**config.mk**
```make
export PLATFORM = sky130hd
export DESIGN_NAME = mod_trunc_counter
export DESIGN_NICKNAME = d
export VERILOG_FILES = /design/src/rtl/mtc_pkg.sv /design/src/rtl/mtc_core.sv /design/src/rtl/mtc_wrap_ctl.sv /design/src/rtl/mod_trunc_counter.sv
export SDC_FILE = /design/constraint.sdc
export NUM_CORES = 1
export LEC_CHECK = 0
export ABC_AREA = 1
export ABC_CLOCK_PERIOD_IN_PS = 1700
export BUFFER_PORTS_ARGS = -buffer_cell sky130_fd_sc_hd__buf_2
export CORE_AREA = 2 2 39 41
export DETAILED_ROUTE_END_ITERATION = 8
export DIE_AREA = 0 0 41 43
export GPL_TIMING_DRIVEN = 0
export PLACE_DENSITY = 0.58
export SYNTH_ARGS = -nofsm -noshare
export SYNTH_HDL_FRONTEND = slang
export SYNTH_SLANG_ARGS = --single-unit
export TNS_END_PERCENT = 10
```
**constraint.sdc**
```tcl
create_clock -name clk -period 1.7 [get_ports clk]
set_input_delay 0.085 -clock clk [delete_from_list [all_inputs] [get_ports clk]]
set_output_delay 0.085 -clock clk [all_outputs]
set_load 0.05 [all_outputs]
```
**src/rtl/mtc_pkg.sv**
```systemverilog
// Package for the truncating counter.
// Holds the mode encoding shared by the wrap control and the top level.
// Assumes a two-bit mode select; all four codes are legal.
package mtc_pkg;

    typedef enum logic [1:0] {
        MODE_ZERO_RELOAD = 2'b00,  // 0..5, reload zero at the top
        MODE_SIX_CLEAR   = 2'b01,  // 0..5, clear on the step to six
        MODE_HIGH_RELOAD = 2'b10,  // top six states, reload on carry
        MODE_OFFSET      = 2'b11   // OFF_START.., reload at its top
    } mtc_mode_e;

endpackage

```
**src/rtl/mtc_core.sv**
```systemverilog
// Synchronous binary up counter core.
// Each bit toggles when all lower bits are one and counting is enabled,
// so every bit changes on the same edge.
// Priority: clear, then load, then count; otherwise the state is held.
// Assumes clr and ld are active high and already include any feedback.
module mtc_core #(
    parameter int W = 4
) (
    input  logic         clk,
    input  logic         rst_n,
    input  logic         clr,
    input  logic         ld,
    input  logic         en,
    input  logic [W-1:0] d,
    output logic [W-1:0] q,
    output logic         co
);

    localparam logic [W-1:0] ONE = W'(1);

    logic [W-1:0] tog;
    logic [W-1:0] q_inc;

    // Toggle enables: bit i flips when all bits below it are one.
    generate
        for (genvar i = 0; i < W; i++) begin : g_tog
            if (i == 0) begin : g_lsb
                assign tog[i] = en;
            end else begin : g_upper
                assign tog[i] = en & (&q[i-1:0]);
            end
        end
    endgenerate

    // Incremented value, formed from the toggle enables.
    always_comb q_inc = q ^ tog;

    // Carry out: all ones with counting enabled.
    always_comb co = en & (&q);

    // State register with clear, load, count priority.
    always_ff @(posedge clk) begin
        if (!rst_n) begin
            q <= '0;
        end else if (clr) begin
            q <= '0;
        end else if (ld) begin
            q <= d;
        end else begin
            q <= q_inc;
        end
    end

    assert_clear_wins_R1: assert property (@(posedge clk) disable iff (!rst_n)
        clr |=> (q == '0));

    assert_load_wins_R2: assert property (@(posedge clk) disable iff (!rst_n)
        (!clr && ld) |=> (q == $past(d)));

    assert_count_step_R3: assert property (@(posedge clk) disable iff (!rst_n)
        (!clr && !ld && en) |=> (q == $past(q) + ONE));

    assert_hold_R3: assert property (@(posedge clk) disable iff (!rst_n)
        (!clr && !ld && !en) |=> $stable(q));

    assert_carry_wrap_R4: assert property (@(posedge clk) disable iff (!rst_n)
        (co && !clr && !ld) |=> (q == '0));

endmodule

```
**src/rtl/mtc_wrap_ctl.sv**
```systemverilog
// Wrap control for the truncating counter.
// Decodes the terminal state of the selected mode and produces either a
// feedback clear or a feedback load, with the restart value for that load.
// Feedback acts only on a plain count step: an external load suppresses it.
// Assumes SPAN <= 2**W and OFF_START + SPAN <= 2**W.
module mtc_wrap_ctl
    import mtc_pkg::*;
#(
    parameter int W         = 4,
    parameter int SPAN      = 6,
    parameter int OFF_START = 3
) (
    input  mtc_mode_e    mode,
    input  logic [W-1:0] q,
    input  logic         en,
    input  logic         ld,
    input  logic         co,
    output logic         fb_clr,
    output logic         fb_ld,
    output logic [W-1:0] fb_val,
    output logic         term
);

    localparam logic [W-1:0] ONE     = W'(1);
    localparam logic [W-1:0] LOW_TOP = W'(SPAN - 1);
    localparam logic [W-1:0] SIX_AT  = W'(SPAN);
    localparam logic [W-1:0] HI_BASE = W'((1 << W) - SPAN);
    localparam logic [W-1:0] HI_TOP  = '1;
    localparam logic [W-1:0] OF_BASE = W'(OFF_START);
    localparam logic [W-1:0] OF_TOP  = W'(OFF_START + SPAN - 1);

    logic         step;
    logic [W-1:0] q_next;

    // A plain count step is the only event feedback may act on.
    always_comb step = en & ~ld;

    // Value the counter would reach on this step.
    always_comb q_next = q + ONE;

    // Per-mode terminal decode, feedback selection and restart value.
    always_comb begin
        fb_clr = 1'b0;
        fb_ld  = 1'b0;
        fb_val = '0;
        term   = 1'b0;
        unique case (mode)
            MODE_ZERO_RELOAD: begin
                term  = (q == LOW_TOP);
                fb_ld = step & term;
            end
            MODE_SIX_CLEAR: begin
                term   = (q == LOW_TOP);
                fb_clr = step & (q_next == SIX_AT);
            end
            MODE_HIGH_RELOAD: begin
                term   = (q == HI_TOP);
                fb_ld  = co & ~ld;
                fb_val = HI_BASE;
            end
            MODE_OFFSET: begin
                term   = (q == OF_TOP);
                fb_ld  = step & term;
                fb_val = OF_BASE;
            end
            default: ;
        endcase
    end

    // Feedback never requests clear and load together.
    always_comb begin
        assert_fb_exclusive_R6: assert (!(fb_clr && fb_ld));
    end

endmodule

```
**src/rtl/mod_trunc_counter.sv**
```systemverilog
// Top level: loadable binary counter with six-state truncation modes.
// Merges the external controls with the mode feedback and drives the core.
// External clear and load are taken as they come; feedback is folded in
// below them, so external control always wins over the wrap.
// Assumes inputs synchronous to clk.
module mod_trunc_counter #(
    parameter int W         = 4,
    parameter int SPAN      = 6,
    parameter int OFF_START = 3
) (
    input  logic         clk,
    input  logic         rst_n,
    input  logic         clr_n,
    input  logic         load,
    input  logic         count_en,
    input  logic [W-1:0] load_val,
    input  logic [1:0]   mode,
    output logic [W-1:0] state,
    output logic         carry_out,
    output logic         term_hit
);

    import mtc_pkg::*;

    localparam logic [W-1:0] LOW_TOP = W'(SPAN - 1);
    localparam logic [W-1:0] HI_BASE = W'((1 << W) - SPAN);
    localparam logic [W-1:0] HI_TOP  = '1;
    localparam logic [W-1:0] OF_BASE = W'(OFF_START);
    localparam logic [W-1:0] OF_TOP  = W'(OFF_START + SPAN - 1);

    mtc_mode_e    mode_e;
    logic         fb_clr;
    logic         fb_ld;
    logic [W-1:0] fb_val;
    logic         core_clr;
    logic         core_ld;
    logic [W-1:0] core_d;

    // Mode select as the shared enum.
    always_comb mode_e = mtc_mode_e'(mode);

    // Merge external controls over feedback.
    always_comb begin
        core_clr = ~clr_n | fb_clr;
        core_ld  = load | fb_ld;
        core_d   = load ? load_val : fb_val;
    end

    mtc_wrap_ctl #(
        .W         (W),
        .SPAN      (SPAN),
        .OFF_START (OFF_START)
    ) u_wrap (
        .mode   (mode_e),
        .q      (state),
        .en     (count_en),
        .ld     (load),
        .co     (carry_out),
        .fb_clr (fb_clr),
        .fb_ld  (fb_ld),
        .fb_val (fb_val),
        .term   (term_hit)
    );

    mtc_core #(
        .W (W)
    ) u_core (
        .clk   (clk),
        .rst_n (rst_n),
        .clr   (core_clr),
        .ld    (core_ld),
        .en    (count_en),
        .d     (core_d),
        .q     (state),
        .co    (carry_out)
    );

    assert_zero_reload_R5: assert property (@(posedge clk) disable iff (!rst_n)
        (mode == 2'b00 && clr_n && !load && count_en && state == LOW_TOP)
        |=> (state == '0));

    assert_six_cleared_R6: assert property (@(posedge clk) disable iff (!rst_n)
        (mode == 2'b01 && clr_n && !load && count_en && state == LOW_TOP)
        |=> (state == '0));

    assert_high_reload_R7: assert property (@(posedge clk) disable iff (!rst_n)
        (mode == 2'b10 && clr_n && !load && carry_out)
        |=> (state == HI_BASE));

    assert_offset_reload_R8: assert property (@(posedge clk) disable iff (!rst_n)
        (mode == 2'b11 && clr_n && !load && count_en && state == OF_TOP)
        |=> (state == OF_BASE));

    assert_term_restart_R9: assert property (@(posedge clk) disable iff (!rst_n)
        (term_hit && clr_n && !load && count_en && mode == 2'b10)
        |=> (state == HI_BASE));

    assert_term_hold_R9: assert property (@(posedge clk) disable iff (!rst_n)
        (term_hit && clr_n && !load && !count_en) |=> term_hit);

    assert_outside_counts_R10: assert property (@(posedge clk) disable iff (!rst_n)
        (mode == 2'b00 && clr_n && !load && count_en && state > LOW_TOP && state != HI_TOP)
        |=> (state == $past(state) + W'(1)));

endmodule

```
==> out/metrics.yaml <==
floorplan:
  io_pins: 17
  core_um2: 1380
  initial_core_util_pct: 30.5
  die-height_um: 43
  rows: 14
  die_x_um: 41
  die-area_um2: 1760
clocking:
  cts_setup_buffers: 0
  cts.clk_slew.worst_paths_ns: 0.04
  clk_latency_ns: 0.24
  h-tree-depth: 1
  ctsResizeCount: 0
  cts_buffers: 3
  clock_sinks: 4
  cts_hold_buf: 0
  cts_buffer_depth: 2
  cts_tree: "built"
  clock-root-buffer: "clkbuf_4"
global_routing:
  grt_max_degree: 9
  grt_pass1_wl_um: 1440
  overflow: 0
  grt_usage_pct: 12.4
  grt_pass1_vias: 369
  antenna_found_initial: 0
power:
  vdd_ir_drop_max_v: 0.000203
  p_comb_share_pct: 25.0
  p_per_area_nw_per_um2: 544
  p_leak_nw: 0.311
  p_int_w: 0.000205
  clkPwrFrac_pct: 40.4
  swShare_pct: 31.6
  switchingPower_w: 0.0000949
  seq_power_share_pct: 34.6
synth:
  synth_cell_type_count: 16
  ys_seq_elements: 4
  netlist_area_um2: 422
  avgSynthCellArea_um2: 6.20
  yosys_warnings: 0
  synth_common_cells: "nand2_1 (18), inv_1 (8), nor2_1 (8)"
  synth_nets: 84
  synth_edf_count: 0
  synth_top_area_cell: "dfxtp_1"
  seq_area_frac_synth_pct: 19.0
  synth_ff_type: "dfxtp_1"
  netlist.area_leader.share_pct: 19.0
  synth_most_common_cell: "nand2_1"
  syn_inst: 68
  synthArstFlopShare_pct: 0
  yosys-top-cells-area: "dfxtp_1 (19%), nand2_1 (16%), ha_1 (15%), nand3_1 (7.1%), inv_1 (7.1%)"
timing:
  maxSlewViolCount: 0
  hold_violations: 0
  tightestPinTransition_ns: 0.247
  setup_tns_ns: 0
  period_minus_slack_ns: 1.41
  fmax_ghz: 0.709
  relSlewSlack_pct: 83.6
  hold_slack_ns: 0.0937
  setup_viol: 0
  fin_crit_sh_pct: 83.0
  fin_skew_ns: 0.00732
  rsz0062_at_grt: "no"
  finalWorstSetupSlack_ns: 0.290
placement:
  dpl.cell_count: 100
  gp_congestion: 0.765
  dpl.hpwl_um: 735
  place_ws_ns: 0.303
  portBuffers: 16
setup_path:
  path_class: "register to register"
  critPathSlowestCell: "dfxtp_1"
  r2r_end: "u_core.q[0]"
  cpPeakStageDelay_ns: 0.40
  worst_setup_path_start_kind: "register"
  end_kind: "register"
  crit_fanout: 5
  cp_cell_sequence: "nand2_1 > inv_1 > ha_1 > nand4_1 > nor2_1 > nor2_1 > inv_1 > a21oi_1"
  ff2ff_path_depth: 8
  regToRegSetupSlack_ns: 0.29
  r2r-start: "u_core.q[1]"
  critPathArrivalTime_ns: 1.57
  cp.required_ns: 1.86
run_status:
  status: "completed"
hold_path:
  hold_end: "u_core.q[2]"
  hold_path_class: "input pin to register"
  holdPathStages: 3
  hp-start: "load_val[2]"
layout:
  largest_reg_flops: 4
  fin_util_pct: 39.9
  final_cells: 103
  final_nets: 105
  fillers: 163
  multi_input_area_um2: 309
  drive_above_1_share_pct: 32.2
  ff_latch_area_um2: 82.6
  area_growth_pct: 30.9
  num_antenna_cells: 0
  largest_register: "u_core.q"
  reg_top3: "u_core.q: 4 flops"
route:
  detail-route-antenna-nets: 0
  drc: 0
  drtPass1Iterations: 4
  routed_wl_um: 914
  wire_per_inst_um: 8.87
  vias_per_cell: 4.42
  drt_iter0_markers: 8
  via_count: 455
flow_run:
  maxCapViolCount: 0
-- kinds of logic (layout without fill, tap and decap cells) --
kind of cell,Yosys count,after routing,synth area share (%)
compound gates,5,5,6.53
xor+xnor,4,4,8.31
fa+ha+maj,5,5,14.8
buf+inv,10,29,8.90
flops,4,4,19.0
simple gates,40,40,42.4
-- worst max-delay path by stage --
stage | slack [ns] | from | to | cells after the start
after floorplan | -0.03 | u_core.q[1] | carry_out | 4
after detailed placement | 0.30 | u_core.q[1] | u_core.q[0] | 8
final | 0.29 | u_core.q[1] | u_core.q[0] | 8
after global placement | 0.28 | u_core.q[1] | u_core.q[0] | 8
after CTS | 0.27 | u_core.q[1] | term_hit | 5
after global routing | 0.14 | u_core.q[1] | u_core.q[2] | 8
-- power groups by stage --
stage	registers, W	logic (W)	clock network, W
after floorplan	0.000117	0.0000369	0
after global placement	0.000105	0.0000758	0
after detailed placement	0.000105	0.0000750	0
after CTS	0.000104	0.0000758	0.000125
after global routing	0.000104	0.0000850	0.000126
final	0.000104	0.0000751	0.000121
-- cell type report --
cell class | instances | share of cell area (%)
Multi-Input combinational cell | 54 | 56.0
Timing Repair Buffer | 16 | 14.5
Clock buffer | 3 | 4.08
Tap cell | 16 | 3.63
Sequential cell | 4 | 15.0
Inverter | 10 | 6.80
-- cells in the final DEF, fill, tap and decap left out --
master / Yosys / final
nand2_2: 2 / 2
nand3_2: 1 / 1
nor2_1: 8 / 8
a21oi_1: 4 / 4
nand2_1: 18 / 18
nand3_1: 6 / 6
inv_2: 2 / 2
xnor2_1: 1 / 1
ha_1: 5 / 5
nor2_2: 1 / 1
dfxtp_2: 0 / 2
nor3_2: 0 / 1
o211ai_1: 1 / 1
dfxtp_1: 4 / 2
nand4_1: 2 / 2
xor2_1: 3 / 3
clkbuf_4: 0 / 3
inv_1: 8 / 8
buf_2: 0 / 16
nor3_1: 2 / 1
-- through the flow --
stage | total power, W | instance area [µm²]
final | 0.000300 | 552
after CTS | 0.000305 | 552
after detailed placement | 0.000180 | 529
after global routing | 0.000316 | 552
after floorplan | 0.000154 | 429
after global placement | 0.000181 | 529
-- per-layer routing --
layer / up-vias / GRT usage, % / part of all wire [%]
met2: 15 / 15.6 / 42
met3: 2 / 3.14 / 4.3
met1: 181 / 17.0 / 51
li1: 257 / - / -
met4: 0 / 10.0 / 1.9
met5: - / 0 / 0
-- critical path, delay by kind of cell, from the launching register on --
family                     cells  cell delay (ns)
buffers and inverters          2             0.20
and+or+nand+nor                4             0.39
AOI/OAI and AO/OA              1             0.12
DFF                            1             0.40
adders and majority gates      1             0.23
(Power assumes the default switching activity.)
